[src/rtl/bus_wdog_pkg.sv]
package bus_wdog_pkg;
  typedef struct packed {
    logic start;
    logic stop;
  } busEvt_t;

  typedef struct packed {
    logic clear;
    logic fire;
    logic kick;
  } wdStrobe_t;

  localparam logic [1:0] SEL_LONG  = 2'b00;
  localparam logic [1:0] SEL_MID   = 2'b01;
  localparam logic [1:0] SEL_SHORT = 2'b10;
  localparam logic [1:0] SEL_OFF   = 2'b11;
endpackage

[src/rtl/wd_sync.sv]
module wd_sync #(
  parameter int STAGES = 2,
  parameter logic RESET_VAL = 1'b1
) (
  input  logic clk,
  input  logic rst_n,
  input  logic din,
  output logic dout
);
  logic [STAGES-1:0] chain;

  generate
    for (genvar s = 0; s < STAGES; s++) begin : g_stage
      always_ff @(posedge clk or negedge rst_n) begin
        if (!rst_n) chain[s] <= RESET_VAL;
        else if (s == 0) chain[s] <= din;
        else chain[s] <= chain[(s == 0) ? 0 : s-1];
      end
    end
  endgenerate

  assign dout = chain[STAGES-1];
endmodule

[src/rtl/wd_datapath.sv]
module wd_datapath
  import bus_wdog_pkg::*;
#(
  parameter int SYNC_STAGES = 2,
  parameter int LONG_CYC  = 1400,
  parameter int MID_CYC   = 600,
  parameter int SHORT_CYC = 200
) (
  input  logic       clk,
  input  logic       rst_n,
  input  logic       sdaPin,
  input  logic       sclPin,
  input  logic [1:0] timeoutSel,
  input  wdStrobe_t  stb,
  output busEvt_t    evt,
  output logic       atLimit,
  output logic       expirePulse
);
  localparam int CW = $clog2(LONG_CYC + 1);
  localparam logic [CW-1:0] LONG_LAST  = CW'(LONG_CYC - 1);
  localparam logic [CW-1:0] MID_LAST   = CW'(MID_CYC - 1);
  localparam logic [CW-1:0] SHORT_LAST = CW'(SHORT_CYC - 1);

  logic sdaSync, sclSync, sdaPrev, sclPrev;
  logic [CW-1:0] count, lastVal;

  wd_sync #(.STAGES(SYNC_STAGES), .RESET_VAL(1'b1)) sdaSyncI (
    .clk(clk), .rst_n(rst_n), .din(sdaPin), .dout(sdaSync));
  wd_sync #(.STAGES(SYNC_STAGES), .RESET_VAL(1'b1)) sclSyncI (
    .clk(clk), .rst_n(rst_n), .din(sclPin), .dout(sclSync));

  always_ff @(posedge clk or negedge rst_n) begin
    if (!rst_n) begin
      sdaPrev <= 1'b1;
      sclPrev <= 1'b1;
    end else begin
      sdaPrev <= sdaSync;
      sclPrev <= sclSync;
    end
  end

  assign evt.start = sdaPrev & ~sdaSync & sclPrev & sclSync;
  assign evt.stop  = ~sdaPrev & sdaSync & sclPrev & sclSync;

  always_comb begin
    unique case (timeoutSel)
      SEL_LONG:  lastVal = LONG_LAST;
      SEL_MID:   lastVal = MID_LAST;
      SEL_SHORT: lastVal = SHORT_LAST;
      default:   lastVal = SHORT_LAST;
    endcase
  end

  assign atLimit = (count >= lastVal);

  always_ff @(posedge clk or negedge rst_n) begin
    if (!rst_n) begin
      count       <= '0;
      expirePulse <= 1'b0;
    end else begin
      count       <= stb.clear ? '0 : count + 1'b1;
      expirePulse <= stb.fire;
    end
  end
endmodule

[src/rtl/wd_control.sv]
module wd_control
  import bus_wdog_pkg::*;
(
  input  logic       clk,
  input  logic       rst_n,
  input  busEvt_t    evt,
  input  logic       atLimit,
  input  logic [1:0] timeoutSel,
  output wdStrobe_t  stb
);
  logic armed, isOff;

  assign isOff = (timeoutSel == SEL_OFF);

  always_ff @(posedge clk or negedge rst_n) begin
    if (!rst_n) armed <= 1'b0;
    else if (evt.start) armed <= 1'b1;
    else if (evt.stop) armed <= 1'b0;
  end

  always_comb begin
    stb.kick  = evt.stop & armed;
    stb.fire  = atLimit & ~stb.kick & ~isOff;
    stb.clear = stb.kick | isOff | atLimit;
  end
endmodule

[src/rtl/bus_wdog.sv]
module bus_wdog
  import bus_wdog_pkg::*;
#(
  parameter int SYNC_STAGES = 2,
  parameter int LONG_CYC  = 1400,
  parameter int MID_CYC   = 600,
  parameter int SHORT_CYC = 200
) (
  input  logic       clk,
  input  logic       rst_n,
  input  logic       sdaPin,
  input  logic       sclPin,
  input  logic [1:0] timeoutSel,
  output logic       expirePulse,
  output logic       startSeen,
  output logic       stopSeen
);
  busEvt_t   evt;
  wdStrobe_t stb;
  logic      atLimit;

  wd_datapath #(
    .SYNC_STAGES(SYNC_STAGES), .LONG_CYC(LONG_CYC),
    .MID_CYC(MID_CYC), .SHORT_CYC(SHORT_CYC)
  ) dpI (
    .clk(clk), .rst_n(rst_n), .sdaPin(sdaPin), .sclPin(sclPin),
    .timeoutSel(timeoutSel), .stb(stb), .evt(evt),
    .atLimit(atLimit), .expirePulse(expirePulse));

  wd_control ctlI (
    .clk(clk), .rst_n(rst_n), .evt(evt), .atLimit(atLimit),
    .timeoutSel(timeoutSel), .stb(stb));

  assign startSeen = evt.start;
  assign stopSeen  = evt.stop;
endmodule

[config.mk]
export PLATFORM = sky130hd
export DESIGN_NAME = bus_wdog
export DESIGN_NICKNAME = d
export VERILOG_FILES = /design/src/rtl/bus_wdog_pkg.sv /design/src/rtl/wd_sync.sv /design/src/rtl/wd_datapath.sv /design/src/rtl/wd_control.sv /design/src/rtl/bus_wdog.sv
export SDC_FILE = /design/constraint.sdc
export NUM_CORES = 1
export LEC_CHECK = 0
export BUFFER_PORTS_ARGS = -buffer_cell sky130_fd_sc_hd__buf_4
export CAP_MARGIN = 10
export CORE_MARGIN = 2
export CORE_UTILIZATION = 50
export CTS_CLUSTER_SIZE = 12
export DETAILED_ROUTE_END_ITERATION = 16
export GPL_TIMING_DRIVEN = 0
export PLACE_DENSITY = 0.7
export SLEW_MARGIN = 20
export SYNTH_ARGS = -nofsm -noshare
export SYNTH_HDL_FRONTEND = slang
export SYNTH_SLANG_ARGS = --single-unit
[constraint.sdc]
create_clock -name clk -period 4.4 [get_ports clk]
set_input_delay 0.66 -clock clk [delete_from_list [all_inputs] [get_ports clk]]
set_output_delay 0.66 -clock clk [all_outputs]
set_load 0.1 [all_outputs]
==> flow_summary.json <==
{
  "fin_area_mm2": 0.00112,
  "syn-cell-area_um2": 998,
  "path_clk_slew_ps": 110,
  "antenna_cells": 0,
  "num_rows": 16,
  "vias": 629,
  "cp_common_cell": "buf_4",
  "timing.final.ws_setup_ps": 2290,
  "path_depth": 8,
  "synth_area_leaders": "dfrtp_1 33%, dfstp_2 16%, ha_1 8.8%",
  "crit_path_end_kind": "register",
  "drcViolationCount": 0,
  "synthesis.instances": 87,
  "initial_utilization_pct": 52.0,
  "yosys_warnings": 0,
  "gp_congestion": 0.778,
  "drtPass1Iterations": 4,
  "reg2regPathDepth": 6,
  "final_cell_mix": "13 x dfrtp_1, 9 x buf_4, 8 x nand2_1, 8 x xnor2_1",
  "core_area_mm2": 0.00192,
  "syn_nets": 100,
  "cts_tree": "yes",
  "drive_gt1_share_pct": 29.3,
  "clk_path_buf_depth": 2,
  "worstPathRequired_ps": 4620,
  "ys_seq_area_share_pct": 48.4,
  "fin_util_pct": 58.4,
  "timing.setup.tns_ps": 0,
  "r2r-end": "dpI.count[5]",
  "hold_ws_ps": 213,
  "slew_headroom_pct": 73.3,
  "finalCritPeriodShare_pct": 48.0,
  "reg2reg_setup_slack_ps": 2640,
  "synth_top_flop_cell": "dfrtp_1",
  "ioPinCount": 9,
  "clock_sinks": 19,
  "fin_skew_ps": 5.69,
  "powerDensity_mw_per_mm2": 324,
  "port_buffers": 8,
  "cts_resized": 0,
  "ys_types": 27,
  "cp_max_fo": 10,
  "rsz0062_at_grt": "no",
  "layout_commonest_cell": "dfrtp_1",
  "cp_cell_sequence": "buf_4 -> or2_2 -> ha_1 -> a211o_1 -> a21oi_1 -> o21ai_1 -> buf_4 -> nor3b_2",
  "power_leakage_nw": 0.514,
  "ys_ff_latch": 19,
  "routedWlPerCell_um": 12.9,
  "status": "completed",
  "htree_num_levels": 1,
  "final-hold-violation-count": 0,
  "track_usage_pct": 15.6,
  "syn2layout_area_growth_pct": 12.4,
  "avgViaCountPerCell": 4.99,
  "place_ws_ps": 1970,
  "grt_pass1_vias": 653,
  "synth_async_sr_flop_share_pct": 100,
  "worst_slew_pin_slew_ps": 401,
  "netlist.top_cell.by_area": "dfrtp_1",
  "crit_start": "timeoutSel[1]",
  "slowest_stage": "or2_2",
  "numCtsBuffers": 3,
  "synth_edf_count": 0,
  "chipHeight_um": 48.7,
  "grt_max_degree": 20,
  "slew_viol_final": 0,
  "cts_hold_buf": 0,
  "arrival_ps": 2340,
  "slowest_delay_ps": 330,
  "worst_setup_path_start_kind": "input pin",
  "clock_latency_ps": 290,
  "first_iter_violations": 4,
  "post-cts-setup-buffers": 0,
  "period_minus_slack_ps": 2110,
  "die_area_mm2": 0.00237,
  "cp_num_buf_inv": 2,
  "place_area_mm2": 0.00109,
  "peakVddDrop_v": 0.000339,
  "grt_pass1_wl_mm": 2.83,
  "synth_top_area_share_pct": 32.6,
  "wl_mm": 1.63,
  "antenna_found_initial": 0,
  "final_net_count": 113,
  "max-cap-violations": 0,
  "setup_viol": 0,
  "max_freq_mhz": 473,
  "hold_path.class": "in -> async",
  "clockRootBuffer": "clkbuf_4",
  "overflow": 0,
  "r2r_start": "dpI.count[8]",
  "die_x_um": 48.7,
  "endpoint": "dpI.count[5]",
  "path_class": "in -> reg",
  "syn_avg_cell_area_um2": 11.5,
  "crit_family": "compound AO/OA/AOI/OAI gates",
  "hpwl_mm": 1.21,
  "drtAntennaViolNets": 0
}
[worst register-to-register path: cells and delay by family, from the launching register on]
family                   cells  cell delay [ps]
AO/OA/AOI/OAI                3              540
flip-flops                   1              440
adder cells (fa/ha/maj)      1              320
AND/OR/NAND/NOR              1              180
buffers and inverters        1              210
[synth_stat cells (2+ instances only)]
master	number
nor3b_2	7
o21a_1	2
and4b_1	2
clkbuf_1	2
a211o_1	2
nor2_1	6
nand3_1	3
dfrtp_1	13
inv_1	4
nand2_1	8
ha_1	7
nor3_1	3
xnor2_1	8
a21oi_1	2
dfstp_2	6
[flip-flops by register name (all words and copies together) (netlist names)]
signal and flops:
dpI.sdaSyncI.chain 1, dpI.sclSyncI.chain 1, dpI.sdaPrev 1, dpI.sclSyncI.dout 1, dpI.expirePulse 1, dpI.count 11, ctlI.armed 1, dpI.sdaSyncI.dout 1
dpI.sclPrev 1
[stage by stage]
step                      power, W  std cells
final                     0.000364        126
after global routing      0.000390        126
after CTS                 0.000369        126
after detailed placement  0.000280        122
after global placement    0.000279        122
after floorplan           0.000261         87
[logic make-up (layout without fill, tap and decap cells)]
| kind of cell | Yosys count | after routing | share of synthesized area (%) |
|---|---|---|---|
| AOI/OAI and AO/OA | 11 | 11 | 7.90 |
| xor gates and xnor gates | 9 | 9 | 7.90 |
| adders and majority gates | 7 | 7 | 8.77 |
| buffers and inverters | 7 | 19 | 3.01 |
| DFF | 19 | 19 | 48.4 |
| and+or+nand+nor | 34 | 34 | 24.1 |
[layer usage]
layer | vias up | routed length [µm] | track usage [%]
met4 | 0 | 29 | 7.14
met3 | 2 | 33 | 2.16
li1 | 323 | - | -
met2 | 5 | 777 | 27.2
met5 | - | 0 | 0
met1 | 299 | 786 | 19.2
[power by group]
group	switching (W)	total (W)	internal [W]
registers	0.0000184	0.000213	0.000194
logic	0.0000329	0.0000633	0.0000304
clock network	0.0000533	0.0000877	0.0000345
total	0.000105	0.000364	0.000259
[worst min path at each step]
stage	startpoint	endpoint	slack, ps	cells past startpoint
after global placement	dpI.sclSyncI.chain[0]	dpI.sclSyncI.dout	350	0
final	rst_n	dpI.count[3]	210	1
after global routing	rst_n	dpI.count[1]	210	1
after CTS	rst_n	dpI.count[2]	220	1
after detailed placement	dpI.sclSyncI.chain[0]	dpI.sclSyncI.dout	350	0
after floorplan	dpI.sclSyncI.chain[0]	dpI.sclSyncI.dout	350	0
[final cells by class]
class / instances / area [µm²]
sequential: 19 / 483
clock buffer: 3 / 22.5
buffer: 3 / 15.0
inverter: 4 / 15.0
clock inverter: 1 / 7.51
fill: 177 / 800
tap: 27 / 33.8
timing repair buffer: 8 / 60.1
multi-input combinational: 61 / 485
(Power assumes the default switching activity.)
